--- src/rtl/pgd_pkg.sv ---
package pgd_pkg;
    localparam int PLANES  = 4;
    localparam int DW      = 8;
    localparam int ROT_W   = $clog2(DW);
    localparam int PSEL_W  = $clog2(PLANES);
    localparam int BUS_W   = PLANES * DW;

    typedef enum logic [1:0] {
        WM_ROTATE = 2'd0,
        WM_LATCH  = 2'd1,
        WM_SPREAD = 2'd2,
        WM_FILL   = 2'd3
    } wmode_e;

    typedef enum logic [1:0] {
        FN_PASS = 2'd0,
        FN_AND  = 2'd1,
        FN_OR   = 2'd2,
        FN_XOR  = 2'd3
    } alu_e;

    typedef struct packed {
        logic [BUS_W-1:0] wr_bytes;
        logic             wr_vld;
        logic [DW-1:0]    rd_byte;
        logic             rd_vld;
        logic [BUS_W-1:0] latch;
    } pgd_state_t;
endpackage

--- src/rtl/pgd_rotr.sv ---
module pgd_rotr #(
    parameter int DW    = 8,
    parameter int ROT_W = $clog2(DW)
) (
    input  logic [DW-1:0]    din,
    input  logic [ROT_W-1:0] amt,
    output logic [DW-1:0]    dout
);
    localparam int DBL = 2 * DW;
    logic [DBL-1:0] doubled;

    always_comb begin
        doubled = {din, din} >> amt;
        dout    = doubled[DW-1:0];
    end
endmodule

--- src/rtl/pgd_lane.sv ---
module pgd_lane #(
    parameter int DW = 8
) (
    input  pgd_pkg::wmode_e mode,
    input  pgd_pkg::alu_e   fn,
    input  logic            fill_en,
    input  logic            fill_bit,
    input  logic            host_bit,
    input  logic [DW-1:0]   rot_data,
    input  logic [DW-1:0]   mask,
    input  logic [DW-1:0]   latch,
    output logic [DW-1:0]   dout
);
    import pgd_pkg::*;

    logic [DW-1:0] src;
    logic [DW-1:0] eff_mask;
    logic [DW-1:0] alu_out;

    always_comb begin
        src      = rot_data;
        eff_mask = mask;
        unique case (mode)
            WM_ROTATE: src = fill_en ? {DW{fill_bit}} : rot_data;
            WM_LATCH:  src = latch;
            WM_SPREAD: src = {DW{host_bit}};
            WM_FILL: begin
                src      = {DW{fill_bit}};
                eff_mask = rot_data & mask;
            end
            default:   src = rot_data;
        endcase

        unique case (fn)
            FN_PASS: alu_out = src;
            FN_AND:  alu_out = src & latch;
            FN_OR:   alu_out = src | latch;
            FN_XOR:  alu_out = src ^ latch;
            default: alu_out = src;
        endcase

        if (mode == WM_LATCH) begin
            dout = latch;
        end else begin
            dout = (alu_out & eff_mask) | (latch & ~eff_mask);
        end
    end
endmodule

--- src/rtl/pgd_cmp.sv ---
module pgd_cmp #(
    parameter int DW     = 8,
    parameter int PLANES = 4
) (
    input  logic [PLANES*DW-1:0] planes,
    input  logic [PLANES-1:0]    color,
    input  logic [PLANES-1:0]    care,
    output logic [DW-1:0]        match
);
    logic [PLANES-1:0] hit [DW];

    for (genvar b = 0; b < DW; b++) begin : g_bit
        for (genvar p = 0; p < PLANES; p++) begin : g_plane
            assign hit[b][p] = ~care[p] | (planes[p*DW + b] ~^ color[p]);
        end
        assign match[b] = &hit[b];
    end
endmodule

--- src/rtl/pgd_planar_dp.sv ---
module pgd_planar_dp (
    input  logic        clk,
    input  logic        rst_n,
    input  logic        wr_en,
    input  logic [7:0]  host_wdata,
    input  logic        rd_en,
    input  logic [31:0] plane_rdata,
    input  logic [3:0]  sr_value,
    input  logic [3:0]  sr_enable,
    input  logic [2:0]  rot_amt,
    input  logic [1:0]  alu_fn,
    input  logic [7:0]  bit_mask,
    input  logic [1:0]  wr_mode,
    input  logic        cmp_mode,
    input  logic [1:0]  rd_plane,
    input  logic [3:0]  cmp_color,
    input  logic [3:0]  cmp_care,
    output logic [31:0] plane_wdata,
    output logic        plane_wvalid,
    output logic [7:0]  host_rdata,
    output logic        host_rvalid
);
    import pgd_pkg::*;

    pgd_state_t      st_d, st_q;
    logic [DW-1:0]   rot_data;
    logic [BUS_W-1:0] lane_bus;
    logic [DW-1:0]   cmp_byte;
    logic [DW-1:0]   sel_byte;

    pgd_rotr #(.DW(DW), .ROT_W(ROT_W)) u_rot (
        .din  (host_wdata),
        .amt  (rot_amt),
        .dout (rot_data)
    );

    for (genvar p = 0; p < PLANES; p++) begin : g_lane
        pgd_lane #(.DW(DW)) u_lane (
            .mode     (wmode_e'(wr_mode)),
            .fn       (alu_e'(alu_fn)),
            .fill_en  (sr_enable[p]),
            .fill_bit (sr_value[p]),
            .host_bit (host_wdata[p]),
            .rot_data (rot_data),
            .mask     (bit_mask),
            .latch    (st_q.latch[p*DW +: DW]),
            .dout     (lane_bus[p*DW +: DW])
        );
    end

    pgd_cmp #(.DW(DW), .PLANES(PLANES)) u_cmp (
        .planes (plane_rdata),
        .color  (cmp_color),
        .care   (cmp_care),
        .match  (cmp_byte)
    );

    always_comb begin
        sel_byte = plane_rdata[rd_plane*DW +: DW];
        st_d        = st_q;
        st_d.wr_vld = wr_en;
        st_d.rd_vld = rd_en;
        if (wr_en) begin
            st_d.wr_bytes = lane_bus;
        end
        if (rd_en) begin
            st_d.rd_byte = cmp_mode ? cmp_byte : sel_byte;
            st_d.latch   = plane_rdata;
        end
    end

    always_ff @(posedge clk) begin
        if (!rst_n) begin
            st_q <= '0;
        end else begin
            st_q <= st_d;
        end
    end

    assign plane_wdata  = st_q.wr_bytes;
    assign plane_wvalid = st_q.wr_vld;
    assign host_rdata   = st_q.rd_byte;
    assign host_rvalid  = st_q.rd_vld;
endmodule

--- config.mk ---
export PLATFORM = sky130hd
export DESIGN_NAME = pgd_planar_dp
export DESIGN_NICKNAME = d
export VERILOG_FILES = /design/src/rtl/pgd_pkg.sv /design/src/rtl/pgd_rotr.sv /design/src/rtl/pgd_lane.sv /design/src/rtl/pgd_cmp.sv /design/src/rtl/pgd_planar_dp.sv
export SDC_FILE = /design/constraint.sdc
export NUM_CORES = 1
export LEC_CHECK = 0
export BUFFER_PORTS_ARGS = -buffer_cell sky130_fd_sc_hd__buf_2
export CAP_MARGIN = 20
export CELL_PAD_IN_SITES_DETAIL_PLACEMENT = 0
export CELL_PAD_IN_SITES_GLOBAL_PLACEMENT = 2
export CORE_ASPECT_RATIO = 0.6
export CORE_MARGIN = 10
export CORE_UTILIZATION = 36
export DETAILED_ROUTE_END_ITERATION = 8
export PLACE_DENSITY_LB_ADDON = 0.1
export SLEW_MARGIN = 20
export SYNTH_ARGS = -nofsm -noshare
export SYNTH_HDL_FRONTEND = slang
export SYNTH_HIERARCHICAL = 1
export SYNTH_SLANG_ARGS = --single-unit
--- constraint.sdc ---
create_clock -name clk -period 4.35 [get_ports clk]
set_input_delay 0.87 -clock clk [delete_from_list [all_inputs] [get_ports clk]]
set_output_delay 0.87 -clock clk [all_outputs]
set_load 0.03 [all_outputs]
==> run summary <==
Worst-Margin Slew = 939 ps
# rows = 41
vias in the first global route = 6,621
post-CTS setup buffer count = 0
I/O pins = 120
vias per inst = 5.62
Core Box Area = 20,900 um2
maximum clock insertion buffer count = 2
Avg Inst Size Synth = 9.13 um2
Crit. End Element = register
post-synth cell types = 52
most area-hungry cell type in the Yosys netlist = dfxtp_1
initial core utilization = 0.365
Storage cell area = 1480 um2
Crit path arrival time = 3930 ps
CTS tree = done
PD cells = 286 nW/um2
Avg WL per Cell = 23.5 um
Crit Path Category = in2reg
P&R area growth vs syn = 6.63%
overall die area = 27,700 um2
worst endpoint required time = 4650 ps
synthesized area = 7650 um2
Die W = 208 um
crit path launch type = input pin
GRT Overall Usage = 0.191
Critical Path Slowest Stage Cell = mux4_1
CP max FO = 8
post-layout util = 0.390
commonest cells after routing, fill and taps aside = 132 x mux2i_1, 118 x buf_2, 74 x dfxtp_1
fin crit share = 0.834
share of cells above drive strength 1 = 0.241
first-pass GRT wire length = 40.9 mm
DR vias = 6,460
n_diodes = 0
commonest non-fill, non-tap cell in the layout = mux2i_1
FFs w/ async S/R, synth = 0
Max Clock Freq = 276 MHz
MaxCap Viol Count = 0
RSZ-0062 raised after global routing = false
Post-Syn Nets = 948
die height = 133 um
final worst setup slack = 723 ps
DP Wirelength = 20.3 mm
top cells by area, synth = dfxtp_1 19%, mux2i_1 17%, nor2b_1 5.5%
FF+latch count, synth = 74
initial antenna violation count = 1
Max Slew Vio Count = 0
Clk Latency, worst-skew pair = 360 ps
Hold Path Class = reg2reg
H-tree depth = 3
Post-Route Setup TNS = 0 ps
Clk pin slew, worst setup/hold paths = 70 ps
Post-Route Skew = 12.2 ps
Final ANT Viol Nets = 0
CTS buffer count = 9
Static Leakage = 0.00379 uW
outcome = completed
top_reg_cell synth = dfxtp_1
final worst path period need = 3630 ps
clock sink count = 74
CP Cell Sequence = buf_2, mux4_1, mux2_2, mux2_4, mux4_2, ha_1, nand2_1, a2bb2oi_1, o22ai_1, a22oi_1, mux2i_1, nor2b_1
post_cts resized = 0
Hold Vio Cnt, Final = 0
Final nets = 975
DR DRC count = 0
Synth top area share = 0.194
max incr delay on CP = 600 ps
largest net degree at the start of global routing = 56
multi-input combinational cell area = 5230 um2
cells after synthesis = 838
First-pass DRT Iterations = 5
max_slew headroom = 0.374
Post-synth EDFFs = 0
# fillers = 2,080
DR iter-0 viols = 464
VDD IR-drop max = 0.214 mV
final WL = 27.0 mm
pre-CTS setup slack = 365 ps
Final Setup Violations = 0
clk root buf = clkbuf_16
Port-buffer cells = 119
GRT Residual Overflow = 0
cts hold-fix bufs = 0
Placer Congestion = 0.889
Seq/Total Area, Yosys = 0.194
number of synthesis warnings = 6
worst paths after layout:
kind | to | depth (start not counted) | start | slack, ps
worst max-delay path | plane_wdata[1] | 12 | rot_amt[2] | 720
worst min-delay path | plane_wdata[19] | 2 | plane_wdata[19] | 510
worst max register to register | plane_wdata[1] | 8 | st_q[1] | 2380
worst min register to register | plane_wdata[19] | 2 | plane_wdata[19] | 510
cell type report:
cell class / instances / share of cell area
inverter: 30 / 0.0138
clock inverter: 7 / 0.00736
clock buffer: 9 / 0.0276
sequential: 74 / 0.182
multi-input combinational: 621 / 0.641
tap: 279 / 0.0428
timing repair buffer: 129 / 0.0856
metal layers:
metal	wire (um)	share of wire	global-route usage
met1	13700	0.51	0.270
met2	11400	0.42	0.283
met3	1600	0.059	0.0479
met4	327	0.012	0.0457
met5	0	0	0
registers in the layout, indices dropped and copies added (netlist names):
| name | cells |
|---|---|
| host_rvalid | 1 |
| plane_wvalid | 1 |
| plane_wdata | 32 |
| host_rdata | 8 |
| st_q | 32 |
per-stage QoR:
stage	instance area (um2)	power (uW)	hold slack (ps)	std cells
floorplan	7650	1390	484	838
global placement	7870	1570	490	1133
detailed placement	7870	1590	500	1133
CTS	8160	2360	514	1149
global route	8160	2470	532	1149
finish	8160	2340	509	1149
cell families after synthesis:
| family | synth area share |
|---|---|
| multiplexers | 0.256 |
| flip-flops | 0.194 |
| AO/OA/AOI/OAI | 0.222 |
| AND/OR/NAND/NOR | 0.117 |
| buffers and inverters | 0.123 |
| XOR/XNOR | 0.0366 |
| adder cells (fa/ha/maj) | 0.0523 |
report_power, final:
group | switching (uW) | internal (uW)
combinational | 487 | 331
sequential | 42.8 | 720
clock | 358 | 397
total | 887 | 1450
critical path: cells and delay by family:
family,cells,cell delay (ps)
and+or+nand+nor,2,170
buffers and inverters,1,200
AOI/OAI and AO/OA,3,500
adders and majority gates,1,300
muxes,5,1870
cells in the mapped netlist, types with 5 or more instances:
cell,number
a21boi_1,6
o22ai_2,6
nor3b_1,6
a21oi_1,22
a222oi_1,8
a22oi_1,7
buf_6,23
buf_4,49
mux4_1,8
a22o_1,8
a221oi_2,8
buf_2,18
nand2_1,45
a21o_1,18
ha_1,32
a311oi_1,6
mux2_2,26
inv_1,30
mux2i_1,132
o21ai_0,32
clkbuf_1,15
dfxtp_1,74
o22ai_1,29
xor2_1,32
nor2_1,7
nor2b_1,67
o221ai_1,5
nor3_1,9
o31ai_1,30
a21boi_0,23
Note: power is estimated with default switching activity, not from simulation.
